==> src/rtl/aclink_pkg.sv <==
package aclink_pkg;
  localparam int CTRL_W = 7;
  localparam int N_SDIN = 3;
  localparam int B_GIE  = 0;
  localparam int B_COLD = 1;
  localparam int B_WARM = 2;
  localparam int B_LSO  = 3;
  localparam int B_RE0  = 4;
  localparam logic [CTRL_W-1:0] CTRL_STORE_MASK = 7'h7B;
  localparam logic [CTRL_W-1:0] STAT_MASK       = 7'h71;

  typedef enum logic [1:0] {
    W_IDLE  = 2'd0,
    W_PULSE = 2'd1,
    W_WAIT  = 2'd2
  } warm_st_e;
endpackage

==> src/rtl/aclink_sync.sv <==
module aclink_sync #(
  parameter int W      = 1,
  parameter int STAGES = 2
) (
  input  logic         clk,
  input  logic         rst,
  input  logic [W-1:0] d,
  output logic [W-1:0] q
);
  logic [W-1:0] pipe [STAGES];

  always_ff @(posedge clk) begin
    if (rst) begin
      for (int i = 0; i < STAGES; i++) pipe[i] <= '0;
    end else begin
      pipe[0] <= d;
      for (int i = 1; i < STAGES; i++) pipe[i] <= pipe[i-1];
    end
  end

  assign q = pipe[STAGES-1];
endmodule

==> src/rtl/aclink_bclk_mon.sv <==
module aclink_bclk_mon #(
  parameter int TMO         = 64,
  parameter int SYNC_STAGES = 2
) (
  input  logic clk,
  input  logic rst,
  input  logic cold_n,
  input  logic bit_clk,
  output logic running_o
);
  localparam int TW = (TMO > 1) ? $clog2(TMO) : 1;
  localparam logic [TW-1:0] TLAST = TW'(TMO - 1);

  logic          bclk_s;
  logic          bprev_q;
  logic          edge_w;
  logic [TW-1:0] tmr_q;
  logic [1:0]    ecnt_q;
  logic          running_q;

  aclink_sync #(.W(1), .STAGES(SYNC_STAGES)) u_sync (
    .clk (clk),
    .rst (rst),
    .d   (bit_clk),
    .q   (bclk_s)
  );

  assign edge_w = bclk_s ^ bprev_q;

  always_ff @(posedge clk) begin
    if (rst) bprev_q <= 1'b0;
    else     bprev_q <= bclk_s;
  end

  always_ff @(posedge clk) begin
    if (rst || !cold_n) begin
      tmr_q     <= '0;
      ecnt_q    <= '0;
      running_q <= 1'b0;
    end else if (edge_w) begin
      tmr_q <= '0;
      if (ecnt_q != 2'd2) ecnt_q <= ecnt_q + 2'd1;
      if (ecnt_q != 2'd0) running_q <= 1'b1;
    end else if (tmr_q == TLAST) begin
      tmr_q     <= '0;
      ecnt_q    <= '0;
      running_q <= 1'b0;
    end else begin
      tmr_q <= tmr_q + TW'(1);
    end
  end

  assign running_o = running_q;

  // detection only comes up on a synchronised edge
  p_rise_on_edge_r8: assert property (@(posedge clk) disable iff (rst)
    $rose(running_q) |-> $past(edge_w));

  // detection only drops after the full window or a cold reset
  p_hold_in_window_r8: assert property (@(posedge clk) disable iff (rst)
    (running_q && cold_n && !edge_w && tmr_q != TLAST) |=> running_q);
endmodule

==> src/rtl/aclink_warm_seq.sv <==
module aclink_warm_seq
  import aclink_pkg::*;
#(
  parameter int WARM_CYC = 130
) (
  input  logic clk,
  input  logic rst,
  input  logic cold_n,
  input  logic req,
  input  logic bclk_run,
  output logic busy_o,
  output logic pulse_o
);
  localparam int CW = (WARM_CYC > 1) ? $clog2(WARM_CYC) : 1;
  localparam logic [CW-1:0] CLAST = CW'(WARM_CYC - 1);

  warm_st_e      state_q;
  logic [CW-1:0] cnt_q;

  always_ff @(posedge clk) begin
    if (rst || !cold_n) begin
      state_q <= W_IDLE;
      cnt_q   <= '0;
    end else begin
      unique case (state_q)
        W_IDLE: if (req) begin
          state_q <= W_PULSE;
          cnt_q   <= '0;
        end
        W_PULSE: if (cnt_q == CLAST) begin
          state_q <= W_WAIT;
          cnt_q   <= '0;
        end else begin
          cnt_q <= cnt_q + CW'(1);
        end
        W_WAIT: if (bclk_run) state_q <= W_IDLE;
        default: state_q <= W_IDLE;
      endcase
    end
  end

  assign busy_o  = (state_q != W_IDLE);
  assign pulse_o = (state_q == W_PULSE);

  // once started, the request stays pending until the clock is detected
  p_busy_hold_r6: assert property (@(posedge clk) disable iff (rst)
    (busy_o && cold_n && !bclk_run) |=> busy_o);

  // cold reset abandons the sequence
  p_cold_abort_r7: assert property (@(posedge clk) disable iff (rst)
    !cold_n |=> !busy_o);
endmodule

==> src/rtl/aclink_evt.sv <==
module aclink_evt
  import aclink_pkg::*;
#(
  parameter int GPI_W       = 4,
  parameter int SYNC_STAGES = 2
) (
  input  logic              clk,
  input  logic              rst,
  input  logic [N_SDIN-1:0] sdin,
  input  logic [GPI_W-1:0]  gpi,
  input  logic              bclk_run,
  input  logic [CTRL_W-1:0] clr,
  output logic [CTRL_W-1:0] stat_o
);
  logic [N_SDIN-1:0] sdin_s, sdin_prev_q;
  logic [GPI_W-1:0]  gpi_s, gpi_prev_q;
  logic [CTRL_W-1:0] set_w;
  logic [CTRL_W-1:0] stat_q;

  aclink_sync #(.W(N_SDIN), .STAGES(SYNC_STAGES)) u_sdin_sync (
    .clk (clk), .rst (rst), .d (sdin), .q (sdin_s)
  );
  aclink_sync #(.W(GPI_W), .STAGES(SYNC_STAGES)) u_gpi_sync (
    .clk (clk), .rst (rst), .d (gpi), .q (gpi_s)
  );

  always_ff @(posedge clk) begin
    if (rst) begin
      sdin_prev_q <= '0;
      gpi_prev_q  <= '0;
    end else begin
      sdin_prev_q <= sdin_s;
      gpi_prev_q  <= gpi_s;
    end
  end

  always_comb begin
    set_w        = '0;
    set_w[B_GIE] = |(gpi_s ^ gpi_prev_q);
    for (int i = 0; i < N_SDIN; i++)
      set_w[B_RE0+i] = sdin_s[i] & ~sdin_prev_q[i] & ~bclk_run;
  end

  always_ff @(posedge clk) begin
    if (rst) stat_q <= '0;
    else     stat_q <= ((stat_q & ~clr) | set_w) & STAT_MASK;
  end

  assign stat_o = stat_q;

  // a resume flag stays set until software clears it
  p_sticky_r9: assert property (@(posedge clk) disable iff (rst)
    (stat_q[B_RE0] && !clr[B_RE0]) |=> stat_q[B_RE0]);

  // a GPI flag stays set until software clears it
  p_sticky_gpi_r10: assert property (@(posedge clk) disable iff (rst)
    (stat_q[B_GIE] && !clr[B_GIE]) |=> stat_q[B_GIE]);
endmodule

==> src/rtl/aclink_gctl.sv <==
module aclink_gctl
  import aclink_pkg::*;
#(
  parameter int GPI_W       = 4,
  parameter int WARM_CYC    = 130,
  parameter int BCLK_TMO    = 64,
  parameter int SYNC_STAGES = 2
) (
  input  logic             clk,
  input  logic             rst,
  input  logic             pm_rst,
  input  logic             wr_en,
  input  logic             reg_addr,
  input  logic [31:0]      wr_data,
  output logic [31:0]      rd_data,
  input  logic             bit_clk,
  input  logic [2:0]       sdin,
  input  logic [GPI_W-1:0] gpi,
  input  logic             frame_sync_i,
  input  logic             frame_sdout_i,
  output logic             sync_o,
  output logic             sdout_o,
  output logic             reset_n_o,
  output logic             irq_o
);
  localparam int PAD = 32 - CTRL_W;

  logic [CTRL_W-1:0] ctrl_q;
  logic [CTRL_W-1:0] ctrl_view;
  logic [CTRL_W-1:0] stat_q;
  logic [CTRL_W-1:0] stat_clr;
  logic              ctrl_wr, stat_wr;
  logic              bclk_run, warm_busy, warm_pulse, warm_req;
  logic              link_en;
  logic              unused_wdata;

  assign unused_wdata = ^wr_data[31:CTRL_W];
  assign ctrl_wr  = wr_en && !reg_addr;
  assign stat_wr  = wr_en &&  reg_addr;
  assign warm_req = ctrl_wr && wr_data[B_WARM] && !bclk_run && !warm_busy && ctrl_q[B_COLD];
  assign stat_clr = stat_wr ? (wr_data[CTRL_W-1:0] & STAT_MASK) : '0;

  always_ff @(posedge clk) begin
    if (rst) begin
      ctrl_q <= '0;
    end else begin
      if (ctrl_wr) ctrl_q <= wr_data[CTRL_W-1:0] & CTRL_STORE_MASK;
      if (pm_rst)  ctrl_q[B_GIE] <= 1'b0;
    end
  end

  aclink_bclk_mon #(.TMO(BCLK_TMO), .SYNC_STAGES(SYNC_STAGES)) u_bclk (
    .clk       (clk),
    .rst       (rst),
    .cold_n    (ctrl_q[B_COLD]),
    .bit_clk   (bit_clk),
    .running_o (bclk_run)
  );

  aclink_warm_seq #(.WARM_CYC(WARM_CYC)) u_warm (
    .clk      (clk),
    .rst      (rst),
    .cold_n   (ctrl_q[B_COLD]),
    .req      (warm_req),
    .bclk_run (bclk_run),
    .busy_o   (warm_busy),
    .pulse_o  (warm_pulse)
  );

  aclink_evt #(.GPI_W(GPI_W), .SYNC_STAGES(SYNC_STAGES)) u_evt (
    .clk      (clk),
    .rst      (rst),
    .sdin     (sdin),
    .gpi      (gpi),
    .bclk_run (bclk_run),
    .clr      (stat_clr),
    .stat_o   (stat_q)
  );

  always_comb begin
    ctrl_view         = ctrl_q;
    ctrl_view[B_WARM] = warm_busy;
  end

  assign link_en = !ctrl_q[B_LSO] && ctrl_q[B_COLD];

  always_ff @(posedge clk) begin
    if (rst) begin
      rd_data   <= '0;
      irq_o     <= 1'b0;
      sync_o    <= 1'b0;
      sdout_o   <= 1'b0;
      reset_n_o <= 1'b0;
    end else begin
      rd_data   <= {{PAD{1'b0}}, (reg_addr ? stat_q : ctrl_view)};
      irq_o     <= |(stat_q & ctrl_q & STAT_MASK);
      sync_o    <= link_en && (warm_pulse || frame_sync_i);
      sdout_o   <= link_en && frame_sdout_i;
      reset_n_o <= link_en;
    end
  end

  // a warm request while the bit clock runs leaves the bit clear
  p_reject_r5: assert property (@(posedge clk) disable iff (rst)
    (ctrl_wr && wr_data[B_WARM] && bclk_run && !warm_busy) |=> !warm_busy);

  // cold reset holds the link reset low
  p_cold_low_r7: assert property (@(posedge clk) disable iff (rst)
    !ctrl_q[B_COLD] |=> (!reset_n_o && !sync_o && !sdout_o));

  // shut-off pulls every link output low
  p_shutoff_r3: assert property (@(posedge clk) disable iff (rst)
    ctrl_q[B_LSO] |=> (!sync_o && !sdout_o && !reset_n_o));

  // the warm pulse reaches SYNC when the link is enabled
  p_warm_sync_r4: assert property (@(posedge clk) disable iff (rst)
    (warm_pulse && link_en) |=> sync_o);

  // with all enables off, no interrupt
  p_gate_r10: assert property (@(posedge clk) disable iff (rst)
    (!ctrl_q[B_GIE] && ctrl_q[6:4] == 3'b000) |=> !irq_o);

  // power-state reset drops the GPI enable
  p_pm_clear_r12: assert property (@(posedge clk) disable iff (rst)
    (pm_rst && !ctrl_wr) |=> (!ctrl_q[B_GIE] && $stable(ctrl_q[6:1])));
endmodule

==> config.mk <==
export PLATFORM = sky130hd
export DESIGN_NAME = aclink_gctl
export DESIGN_NICKNAME = d
export VERILOG_FILES = /design/src/rtl/aclink_pkg.sv /design/src/rtl/aclink_sync.sv /design/src/rtl/aclink_bclk_mon.sv /design/src/rtl/aclink_warm_seq.sv /design/src/rtl/aclink_evt.sv /design/src/rtl/aclink_gctl.sv
export SDC_FILE = /design/constraint.sdc
export NUM_CORES = 1
export LEC_CHECK = 0
export BUFFER_PORTS_ARGS = -buffer_cell sky130_fd_sc_hd__clkbuf_2
export CAP_MARGIN = 20
export CORE_MARGIN = 2
export CORE_UTILIZATION = 50
export CTS_CLUSTER_SIZE = 28
export DETAILED_ROUTE_END_ITERATION = 10
export PLACE_DENSITY_LB_ADDON = 0.2
export SETUP_SLACK_MARGIN = 0.3
export SYNTH_ARGS = -nofsm -noshare
export SYNTH_HDL_FRONTEND = slang
export SYNTH_HIERARCHICAL = 1
export SYNTH_SLANG_ARGS = --single-unit
==> constraint.sdc <==
create_clock -name clk -period 3.7 [get_ports clk]
set_input_delay 0.185 -clock clk [delete_from_list [all_inputs] [get_ports clk]]
set_output_delay 0.185 -clock clk [all_outputs]
set_load 0.03 [all_outputs]
Word level (Yosys, flattened, before mapping) --
Memories as Yosys holds them, arrays and structs flattened. Index checks and enable logic that the tools add are counted.
Storage, ports and cells: flip-flop bits (word level) 76, memory bits (writable) 16, bits of input ports 47, output and inout port bits 36, memories kept 3
Memories:
- u_evt.u_gpi_sync.pipe | words 2, width 4, read ports 2, clocked after memory_dff 0, write ports 2, RTL line aclink_sync.sv:10 | logic [W-1:0] pipe [STAGES];
- u_evt.u_sdin_sync.pipe | words 2, width 3, read ports 2, clocked after memory_dff 0, write ports 2, RTL line aclink_sync.sv:10
- u_bclk.u_sync.pipe | words 2, width 1, read ports 2, clocked after memory_dff 0, write ports 2, RTL line aclink_sync.sv:10
Cells by class: add/sub/neg operators 3, equality and inequality tests 10, multiplexer cells 24, bitwise logic cells 22, reduce and logical (&&, ||, !) cells 29
Operator list (number):
- $mux W8 | 2
- $pmux W8 S2 | 1
- $and A7 B7 Y7 | 2
- $mux W7 | 2
- $mux W2 | 6
- $logic_and A1 B1 Y1 | 9
- $add A8 B1 Y8 const B | 1
- $eq A8 B8 Y1 const B | 1
- $mux W1 | 8
- $mux W4 | 2
- $ne A2 B2 Y1 const B | 4
- $reduce_bool A2 Y1 | 4
- $reduce_or A4 Y1 | 2
- $not A7 Y7 | 1
- $or A7 B7 Y7 | 1
- $add A6 B1 Y6 const B | 1
- $and A1 B1 Y1 | 6
- $eq A6 B6 Y1 const B | 1
- $mux W3 | 2
- $or A1 B1 Y1 | 6
- $pmux W2 S3 | 1
- $reduce_and A2 Y1 | 3
- $logic_not A1 Y1 | 5
- $ne A2 B1 Y1 const B | 2
- 11 further kinds | 15

Logic depth before layout (Yosys ltp) --
word-level depth 8, mapped depth 7, mapped depth without buffers 7

Cells and area by module --
The synthesis kept the hierarchy.
Modules (own cells, without submodules):
- aclink_gctl | instances 1, cells each 86, area each 830.8 um^2, sequential area each 340.3 um^2
- aclink_warm_seq | instances 1, cells each 60, area each 535.5 um^2, sequential area each 200.2 um^2
- aclink_bclk_mon | instances 1, cells each 47, area each 434.2 um^2, sequential area each 200.2 um^2
- aclink_evt | instances 1, cells each 42, area each 407.9 um^2, sequential area each 220.2 um^2
- aclink_sync at u_evt.u_gpi_sync | instances 1, cells each 20, area each 240.2 um^2, sequential area each 160.2 um^2
- aclink_sync at u_evt.u_sdin_sync | instances 1, cells each 15, area each 180.2 um^2, sequential area each 120.1 um^2
- aclink_sync at u_bclk.u_sync | instances 1, cells each 4, area each 52.6 um^2, sequential area each 40.0 um^2

Least setup slack after synthesis --
Ideal clock, no wire load.
path kind reg-to-reg, start point reg u_warm.state_q[0], end point reg u_warm.cnt_q[5], library setup time 0.118 ns, arrival 1.521 ns, required time 3.582 ns, path slack 2.062 ns, cell stages (with the launch flop) 8, buffers on the path 0, clock period less this slack 1.638 ns, cell sequence dfxtp_1 -> nor2_1 -> inv_1 -> nor4_1 -> o21bai_2 -> nor3_2 -> xnor2_1 -> nor2_1
Between the ends: longest elaborated chain between the ends 6
RTL lines:
- start, declared | RTL line aclink_warm_seq.sv:17 | warm_st_e state_q;
- start signal, assigned | RTL line aclink_warm_seq.sv:22 | state_q <= W_IDLE;
- start signal, assigned | RTL line aclink_warm_seq.sv:27 | state_q <= W_PULSE;
- start signal, assigned | RTL line aclink_warm_seq.sv:31 | state_q <= W_WAIT;
- $reduce_bool A2 Y1 | RTL line aclink_warm_seq.sv:42 | assign busy_o = (state_q != W_IDLE);
- via warm_busy | RTL line aclink_gctl.sv:33 | logic bclk_run, warm_busy, warm_pulse, warm_req;
- $logic_not A1 Y1 | RTL line aclink_gctl.sv:40 | assign warm_req = ctrl_wr && wr_data[B_WARM] && !bclk_run && !warm_busy && ctrl_q[B_COLD];
- $logic_and A1 B1 Y1 (2 in series) | RTL line aclink_gctl.sv:40
- via warm_req | RTL line aclink_gctl.sv:33
- $ne A2 B1 Y1 (no source line)
- $reduce_and A2 Y1 (no source line)
- end signal, assigned | RTL line aclink_warm_seq.sv:34 | cnt_q <= cnt_q + CW'(1);
- end, declared | RTL line aclink_warm_seq.sv:18 | logic [CW-1:0] cnt_q;
The timed path passes the listed nets, and every way through them passes these cells. A chain may end at the register's enable or synchronous reset.

Final worst setup path --
Same ends and word-level chain as after synthesis.

==> impl_results.md <==
* Die Span Y at between 70 and 80 µm
* Hold WC Path Type: in2reg
* Post-synth EDFFs at 0
* GPL Wtd Cong at around 0.74
* Worst slew pin tran at between 0.5 and 0.6 ns
* Setup violators final at 0
* Ys flop type: dfxtp_1
* Post-synthesis xor/xnor area fraction at 4.57%
* CP endpoint kind: flip-flop
* Post-route setup TNS at 0 ns
* Clock transition at path regs at roughly 0.080 ns
* Final instance count without filler cells at between 300 and 400
* Synthesized area at around 2700 µm²
* Crit path required time at approximately 3.9 ns
* Area Overhead vs Synth at 11.2%
* RSZ-0062 raised after global routing: no
* Pwr Density at around 500 nW/µm²
* Avg Inst Size Synth at ~9.8 µm²
* WL per Instance at around 10 µm
* Worst setup SP type: flip-flop
* Vias in the first global route at 1,572
* Clock sink count at 64
* Clk_skew at 0.00908 ns
* Slew Viols, Final at 0
* Final cell utilization of the core at between 50% and 60%
* CTS Buf Count at 9
* Synth Register Bits at 64
* Worst path arrival time at around 2.1 ns
* Sequential share of the synthesized area at between 40% and 50%
* Commonest non-fill, non-tap cell in the layout: dfxtp_1
* Initial antenna violation count at 0
* Worst-path fanout max at 6
* Leading area contributor after synthesis: dfxtp_1
* Port bufs at 32
* Rel. slew slack at between 60 and 70%
* DRC violation count after routing at 0
* Grt ovf at 0
* Placed wire-length estimate at about 2600 µm
* Vias at roughly 1,700
* First-iteration detailed-routing DRC count at 52
* Post-synthesis compound-gate area fraction at 7.93%
* Most frequent cells in the layout: dfxtp_1, clkbuf_2, nor2_1
* Synth top area cells: dfxtp_1, buf_4, nor2b_1
* Largest family of logic cells by synthesized area: simple AND/OR/NAND/NOR gates
* Simple-gate share of the synthesized area at 20.0%
* Post-route clock period utilization at around 50%
* Yosys cell types at slightly above 40
* Top cell by count, worst path: nor2_1
* Placed Cells at 364
* Peak VDD IR at approximately 400 µV
* Slowest cell delay on critical path at approximately 0.53 ns
* Crit-path leading delay family: simple AND/OR/NAND/NOR gates
* Global-route wire length before repair at 6590 µm
* Final ANT Viol Nets at 0
* Post-synth ARST share at 0%
* Synth Instances at about 270
* Core area at a little over 5000 µm²
* Final hold violations at 0
* Clk Latency, worst-skew pair at about 0.34 ns
* Synthesis Warnings at 6
* CP max-delay cell: nor4_1
* Layout cell share with drive strength beyond 1 at approximately a fifth
* Rows at 26
* Total track usage at ~14%
* Outcome: completed
* Mux share of post-synthesis cell area at 4.85%
* Starting Density at between 50% and 60%
* Clock root buffer: clkbuf_8
* Crit path kind: reg2reg
* Post-detailed-route via-to-cell ratio at 4.48
* Critical Path, Cell by Cell: nor2_1 > inv_1 > nor4_1 > o21bai_2 > nor3_2 > xnor2_1 > nor2_1
* Antenna Cells at 0
* Post-cts resize count at 0
* DR pass1 iterations at 4
* Largest net degree at the start of global routing at 28
* MaxCap Viol Count at 0
* Final min period at 1.85 ns
* H-Tree Level Count at 3
* Die Wd at between 70 and 80 µm
* FF/Latch Area at roughly 1300 µm²
* Final net count at between 300 and 400
* FILL cells at approximately 500
* Synth top area share at 47.8%
* CP bufs+invs at 1
* F_max at approximately 0.54 GHz
* WL final at approximately 3800 µm
* Clock Tree Buf Depth at 2
* TritonCTS clock tree: yes
* Footprint of the multi-input gates at 1170 µm²
* Die area at approximately 6000 µm²
* IO Pins at 83
* Synth Area in Adders at between 2 and 2.5%
* Pwr Total at around 1.5 mW
* Static leakage at approximately 1.2 nW
[flip-flops by register name (all words and copies together) (netlist names)]
| name | cells |
|---|---|
| u_evt/stat_o | 4 |
| u_bclk/running_o | 1 |
| u_warm/state_q | 2 |
| sdout_o | 1 |
| u_bclk/u_sync/pipe | 2 |
| u_evt/u_gpi_sync/pipe | 8 |
| sync_o | 1 |
| irq_o | 1 |
| ctrl_q | 6 |
| u_bclk/bprev_q | 1 |
| rd_data | 7 |
| u_bclk/ecnt_q | 2 |
| reset_n_o | 1 |
| u_evt/u_sdin_sync/pipe | 6 |
| u_evt/sdin_prev_q | 3 |
| u_bclk/tmr_q | 6 |
| u_evt/gpi_prev_q | 4 |
| u_warm/cnt_q | 8 |
[final cells by class]
cell class                      instances  share of cell area (%)
Clock buffer                            9                    4.15
Timing Repair Buffer                   34                    5.96
Inverter                               10                    1.26
Clock inverter                          7                    3.48
Sequential cell                        64                    43.0
Multi-Input combinational cell        187                    39.2
Tap cell                               70                    2.94
[worst paths after layout]
check / slack, ns / to / cells past startpoint / startpoint
max: 1.85 / u_warm/cnt_q[5] / 7 / u_warm/state_q[0]
min: 0.04 / sdout_o / 2 / frame_sdout_i
max reg2reg: 1.85 / u_warm/cnt_q[5] / 7 / u_warm/state_q[0]
min reg2reg: 0.44 / u_evt/u_gpi_sync/pipe[0][4] / 1 / u_evt/u_gpi_sync/pipe[0][0]
[power breakdown]
group | internal (mW) | switching [mW]
sequential | 0.709 | 0.00985
combinational | 0.0340 | 0.0723
clock | 0.387 | 0.284
[synthesized netlist by cell type (2+ instances only)]
cell type	count
nand2b_1	5
ha_1	5
conb_1	2
o21a_1	2
o21ai_0	3
buf_4	36
and3_1	2
inv_1	8
nor2_1	30
nor3_1	2
nor2b_1	25
mux2i_1	13
clkinv_1	2
xor2_1	7
xnor2_1	7
and3_2	4
a21oi_1	11
o211ai_1	3
nor3_2	3
a22oi_1	2
nand3_1	4
dfxtp_1	64
nand2_1	11
nand4_1	3
nor3b_1	4
[kinds of logic after synthesis]
family	count (synthesis)
AO/OA/AOI/OAI	28
XOR/XNOR	14
adder cells (fa/ha/maj)	5
buffers and inverters	49
flip-flops	64
multiplexers	13
other	2
AND/OR/NAND/NOR	99
[layer usage]
| metal | GRT usage, % | up-vias | share of wire (%) |
|---|---|---|---|
| met5 | 0 | - | 0 |
| met4 | 5.89 | 0 | 1.1 |
| met3 | 6.94 | 7 | 7.8 |
| met2 | 22.0 | 55 | 44 |
| met1 | 16.2 | 736 | 47 |
| li1 | - | 909 | - |
[per-stage QoR]
stage	hold slack [ns]	cell area (µm²)	setup WS, ns
2_1_floorplan	0.254	2780	2.06
3_3_place_gp	0.356	2740	1.83
3_5_place_dp	0.357	2740	1.78
4_1_cts	0.0265	2980	1.84
5_1_grt	0.0281	2980	1.69
6_report	0.0418	2980	1.85
[repair_timing]
item	in CTS	in global routing
setup buffers	0	0
hold endpoints to repair	1	0
hold buffers	1	0
Note: power is estimated with default switching activity, not from simulation.
